**src/rtl/dcp_pkg.sv**
```systemverilog
package dcp_pkg;
  typedef enum logic [1:0] {
    SEL_PERIOD = 2'd0,
    SEL_RISE   = 2'd1,
    SEL_FALL   = 2'd2,
    SEL_MODE   = 2'd3
  } reg_sel_t;

  localparam int MODE_W = 3;
  localparam logic [MODE_W-1:0] MODE_PULSE_TRAIN = 3'b101;
endpackage

```
**src/rtl/dcp_regs.sv**
```systemverilog
module dcp_regs
  import dcp_pkg::*;
#(
  parameter int W = 16
) (
  input  logic              clk,
  input  logic              rst,
  input  logic              wr_en,
  input  logic [1:0]        wr_sel,
  input  logic [W-1:0]      wr_data,
  output logic [W-1:0]      period_q,
  output logic [W-1:0]      rise_q,
  output logic [W-1:0]      fall_q,
  output logic [MODE_W-1:0] mode_q
);
  reg_sel_t sel;
  assign sel = reg_sel_t'(wr_sel);

  always_ff @(posedge clk) begin
    if (rst) begin
      period_q <= '1;
      rise_q   <= '0;
      fall_q   <= '0;
      mode_q   <= '0;
    end else if (wr_en) begin
      case (sel)
        SEL_PERIOD: period_q <= wr_data;
        SEL_RISE:   rise_q   <= wr_data;
        SEL_FALL:   fall_q   <= wr_data;
        default:    mode_q   <= wr_data[MODE_W-1:0];
      endcase
    end
  end
endmodule

```
**src/rtl/dcp_timebase.sv**
```systemverilog
module dcp_timebase #(
  parameter int W = 16
) (
  input  logic         clk,
  input  logic         rst,
  input  logic         step,
  input  logic [W-1:0] period,
  output logic [W-1:0] count
);
  // Next counter value: wraps to zero at or past the period.
  function automatic logic [W-1:0] advance(input logic [W-1:0] cur,
                                           input logic [W-1:0] per);
    return (cur >= per) ? '0 : cur + 1'b1;
  endfunction

  always_ff @(posedge clk) begin
    if (rst)       count <= '0;
    else if (step) count <= advance(count, period);
  end
endmodule

```
**src/rtl/dcp_edge_seq.sv**
```systemverilog
module dcp_edge_seq #(
  parameter int IRQ_LAG = 2
) (
  input  logic clk,
  input  logic rst,
  input  logic tick,
  input  logic active,
  input  logic rise_hit,
  input  logic fall_hit,
  input  logic irq_clr,
  output logic pin,
  output logic rise_pend,
  output logic fall_evt,
  output logic irq_flag
);
  logic [IRQ_LAG-1:0] lag_q;
  logic               irq_set;

  assign fall_evt = fall_hit && pin;
  assign irq_set  = active && tick && lag_q[IRQ_LAG-1];

  always_ff @(posedge clk) begin
    if (rst) begin
      pin       <= 1'b0;
      rise_pend <= 1'b0;
      lag_q     <= '0;
    end else if (!active) begin
      pin       <= 1'b0;
      rise_pend <= 1'b0;
      lag_q     <= '0;
    end else if (tick) begin
      if (fall_hit)       pin <= 1'b0;
      else if (rise_pend) pin <= 1'b1;
      rise_pend <= rise_hit;
      lag_q     <= (lag_q << 1) | IRQ_LAG'(fall_evt);
    end
  end

  always_ff @(posedge clk) begin
    if (rst)          irq_flag <= 1'b0;
    else if (irq_set) irq_flag <= 1'b1;
    else if (irq_clr) irq_flag <= 1'b0;
  end
endmodule

```
**src/rtl/dcp_pulse_gen.sv**
```systemverilog
module dcp_pulse_gen
  import dcp_pkg::*;
#(
  parameter int W       = 16,
  parameter int IRQ_LAG = 2
) (
  input  logic         clk,
  input  logic         rst,
  input  logic         tick,
  input  logic         tb_en,
  input  logic         wr_en,
  input  logic [1:0]   wr_sel,
  input  logic [W-1:0] wr_data,
  input  logic         irq_clr,
  output logic         pin_out,
  output logic         irq_flag,
  output logic [W-1:0] tb_count
);
  logic [W-1:0]      period_q, rise_q, fall_q;
  logic [MODE_W-1:0] mode_q;
  logic              step, active, rise_hit, fall_hit, rise_pend, fall_evt;

  dcp_regs #(.W(W)) u_regs (
    .clk(clk), .rst(rst), .wr_en(wr_en), .wr_sel(wr_sel), .wr_data(wr_data),
    .period_q(period_q), .rise_q(rise_q), .fall_q(fall_q), .mode_q(mode_q)
  );

  assign step = tick && tb_en;

  dcp_timebase #(.W(W)) u_tb (
    .clk(clk), .rst(rst), .step(step), .period(period_q), .count(tb_count)
  );

  assign active   = (mode_q == MODE_PULSE_TRAIN);
  assign rise_hit = active && step && (tb_count == rise_q);
  assign fall_hit = active && step && (tb_count == fall_q);

  dcp_edge_seq #(.IRQ_LAG(IRQ_LAG)) u_seq (
    .clk(clk), .rst(rst), .tick(tick), .active(active),
    .rise_hit(rise_hit), .fall_hit(fall_hit), .irq_clr(irq_clr),
    .pin(pin_out), .rise_pend(rise_pend), .fall_evt(fall_evt),
    .irq_flag(irq_flag)
  );
endmodule

```
**config.mk**
```make
export PLATFORM = sky130hd
export DESIGN_NAME = dcp_pulse_gen
export DESIGN_NICKNAME = d
export VERILOG_FILES = /design/src/rtl/dcp_pkg.sv /design/src/rtl/dcp_regs.sv /design/src/rtl/dcp_timebase.sv /design/src/rtl/dcp_edge_seq.sv /design/src/rtl/dcp_pulse_gen.sv
export SDC_FILE = /design/constraint.sdc
export NUM_CORES = 1
export LEC_CHECK = 0
export BUFFER_PORTS_ARGS = -buffer_cell sky130_fd_sc_hd__buf_2
export CAP_MARGIN = 20
export CORE_ASPECT_RATIO = 0.7
export CORE_MARGIN = 2
export CORE_UTILIZATION = 60
export CTS_BUF_LIST = sky130_fd_sc_hd__clkbuf_2 sky130_fd_sc_hd__clkbuf_4 sky130_fd_sc_hd__clkbuf_8
export DETAILED_ROUTE_END_ITERATION = 10
export PLACE_DENSITY = 0.83
export SLEW_MARGIN = 5
export SYNTH_ARGS = -nofsm -noshare
export SYNTH_HDL_FRONTEND = slang
export SYNTH_SLANG_ARGS = --single-unit
```
**constraint.sdc**
```tcl
create_clock -name clk -period 4.35 [get_ports clk]
set_clock_uncertainty 0.2 [all_clocks]
set_input_delay 0.435 -clock clk [delete_from_list [all_inputs] [get_ports clk]]
set_output_delay 0.435 -clock clk [all_outputs]
set_load 0.005 [all_outputs]
```
==> flow_metrics.py <==
metrics = {
    "clocking": {
        "post_cts_resize_count": 0,
        "postCtsSetupRepairBufs": 0,
        "cts_root_buffer": "clkbuf_8",
        "cts_max_level": 3,
        "clock_latency_ps": 360,
        "cts_buffers": 9,
        "hold_buffers": 0,
        "cts_sinks": 72,
        "cts_tree": "done",
        "clk_pin_slew_ps": 80,
        "cts_buffer_depth": 2,
    },
    "sta": {
        "tns_ps": 0,
        "finalCriticalPeriod_ps": 2444,
        "finalCritPeriodShare": 0.5618,
        "setup_viol": 0,
        "hold_slack_ps": 118.8,
        "final_max_slew_viol_count": 0,
        "worstMarginPinSlew_ps": 973.2,
        "slew_headroom": 0.3512,
        "hold_viol": 0,
        "max_freq_ghz": 0.4092,
        "setup_ws_ps": 1906,
        "rsz0062_at_grt": "no",
    },
    "critical_path": {
        "rrSetupSlack_ps": 1910,
        "crit_fanout": 15,
        "reg2reg_depth": 6,
        "cp.required_ps": 4370,
        "cp_data_arrival_time_ps": 2460,
        "critPathCaptureType": "register",
        "timing.rr.end": "u_tb.count[6]$_SDFFE_PP0P_",
        "startpoint_type": "register",
        "r2r-start": "u_tb.count[12]$_SDFFE_PP0P_",
        "path_class": "register to register",
    },
    "global_route": {
        "grt.overflow.total": 0,
        "grt_pass1_vias": 2663,
        "grtUsageTotal": 0.2748,
        "grt_max_degree": 56,
        "met1_usage": 0.3799,
        "grt_pass1_wl_um": 13050,
        "top_usage_layer": "met2",
        "use_met3": 0.09040,
        "grt_util_met2": 0.4122,
        "grt_antenna_before_repair": 0,
    },
    "floorplan": {
        "die_area_mm2": 0.006415,
        "rows": 23,
        "start_util": 0.6149,
        "die_x_um": 94.88,
        "ios": 42,
        "core_area_mm2": 0.005640,
        "die_h_um": 67.61,
    },
    "worst_hold_path": {
        "hold_class": "primary input to register",
        "hold_end": "u_regs.period_q[8]$_SDFFE_PP1P_",
        "min_from": "wr_data[8]",
        "hold_depth": 2,
    },
    "finish": {
        "fill_cells": 468,
        "final_core_util": 0.6861,
        "area_growth_pct": 11.58,
        "drive_above_1_share": 0.1448,
        "nets": 485,
        "layout_commonest_cell": "nand2_1",
        "n_antenna_cell": 0,
        "stdcell_area_mm2": 0.003870,
        "final_cell_mix": "nand2_1, dfxtp_1, nor2_1, buf_2, a21oi_1",
    },
    "yosys": {
        "synth_seq_area_share": 0.4156,
        "synth_area_per_cell_um2": 8.317,
        "ys.flop_type": "dfxtp_1",
        "syn_inst": 417,
        "syn_area_mm2": 0.003468,
        "synth_enable_flop_cells": 0,
        "synth.net_count": 458,
        "async_flop_share": 0,
        "synthDistinctLibCells": 38,
        "ys_seq_elements": 72,
        "ys_warn_count": 0,
    },
    "placed_design": {
        "hpwl_um": 5854,
        "pre_cts_ws_ps": 1868,
        "numPortBuffers": 41,
        "place.gp.congestion": 0.8465,
        "placedInstanceArea_mm2": 0.003664,
    },
    "outcome": {
        "outcome": "complete, no violations",
    },
    "detailed_routing": {
        "vias": 2980,
        "dr.pass1.iters": 5,
        "drc": 0,
        "vias_per_cell": 5.687,
        "antenna_left": 0,
        "drt_iter0_markers": 245,
        "routedWlPerCell_um": 15.82,
        "routed_wl_um": 8288,
    },
    "power_and_ir_drop": {
        "ir_worst_vdd_uv": 200.9,
        "leakage_nw": 1.698,
        "power.density_mw_per_mm2": 349.5,
    },
    "job": {
        "maxCapViolCount": 0,
    },
}
## cell type report
class                           count  area [um^2]  area share
Clock buffer                       11        151.4     0.03912
Clock inverter                      5        55.05     0.01423
Inverter                           18        67.56     0.01746
Multi-Input combinational cell    300         1841      0.4756
Sequential cell                    72         1441      0.3725
Tap cell                           75        93.84     0.02425
Timing Repair Buffer               43        220.2     0.05690
## cells by family (layout without fill, tap and decap cells)
family                   after synthesis  in the layout  synth area share
adder cells (fa/ha/maj)               17             17           0.06133
AO/OA/AOI/OAI                         66             66            0.1237
flip-flops                            72             72            0.4156
multiplexers                           5              5           0.01443
buffers and inverters                 45             77           0.05519
AND/OR/NAND/NOR                      166            166            0.2136
XOR/XNOR                              46             46            0.1162
## registers in the layout, indices dropped and copies added (netlist names)
register and flops:
u_regs.fall_q 16, u_regs.period_q 16, u_regs.rise_q 16, u_tb.count 16, u_regs.mode_q 3, u_seq.lag_q 2
u_seq.irq_flag 1, u_seq.pin 1, u_seq.rise_pend 1
## layer usage
layer	routed length [um]	vias to the layer above
li1	-	1449
met1	3991	1411
met2	3491	110
met3	693	10
met4	111	0
met5	0	-
## worst max-delay path, stage by stage (launching register included)
cell,delay [ps]
dfxtp_1,430
ha_1,340
nand4_1,130
nor3_1,280
nand3b_1,160
a31oi_2,650
nor2_1,120
## per-stage QoR
stage | power [mW] | cells
floorplan | 0.7834 | 417
global route | 1.400 | 524
detailed placement | 0.8222 | 508
global placement | 0.8179 | 508
CTS | 1.358 | 524
finish | 1.353 | 524
## cells in the mapped netlist (10+ instances only)
master    count  area share
xnor2_1      36       0.091
a211o_1      16       0.040
xor2_1       10       0.025
ha_1         17       0.061
nand2_1      78       0.084
dfxtp_1      72        0.42
inv_1        18       0.019
a21oi_1      38       0.055
clkbuf_1     19       0.021
nand4_1      16       0.029
nor2_1       41       0.044
## power by group
part | internal [mW] | leakage (nW) | switching, mW
logic | 0.0468 | 1.01 | 0.0697
registers | 0.679 | 0.585 | 0.0142
clock network | 0.294 | 0.101 | 0.249
total | 1.02 | 1.70 | 0.333
## worst max-delay path by stage
| stage | startpoint | cells after the start | slack [ps] | end |
|---|---|---|---|---|
| finish | u_tb.count[12]$_SDFFE_PP0P_ | 6 | 1910 | u_tb.count[6]$_SDFFE_PP0P_ |
| global route | u_tb.count[0]$_SDFFE_PP0P_ | 7 | 1720 | u_tb.count[2]$_SDFFE_PP0P_ |
| CTS | u_tb.count[0]$_SDFFE_PP0P_ | 7 | 1960 | u_tb.count[2]$_SDFFE_PP0P_ |
| detailed placement | rst | 6 | 1870 | u_tb.count[2]$_SDFFE_PP0P_ |
| global placement | rst | 6 | 1930 | u_tb.count[4]$_SDFFE_PP0P_ |
| floorplan | u_tb.count[0]$_SDFFE_PP0P_ | 9 | 2150 | u_tb.count[12]$_SDFFE_PP0P_ |
No activity file was read; power rests on OpenSTA's default activity.
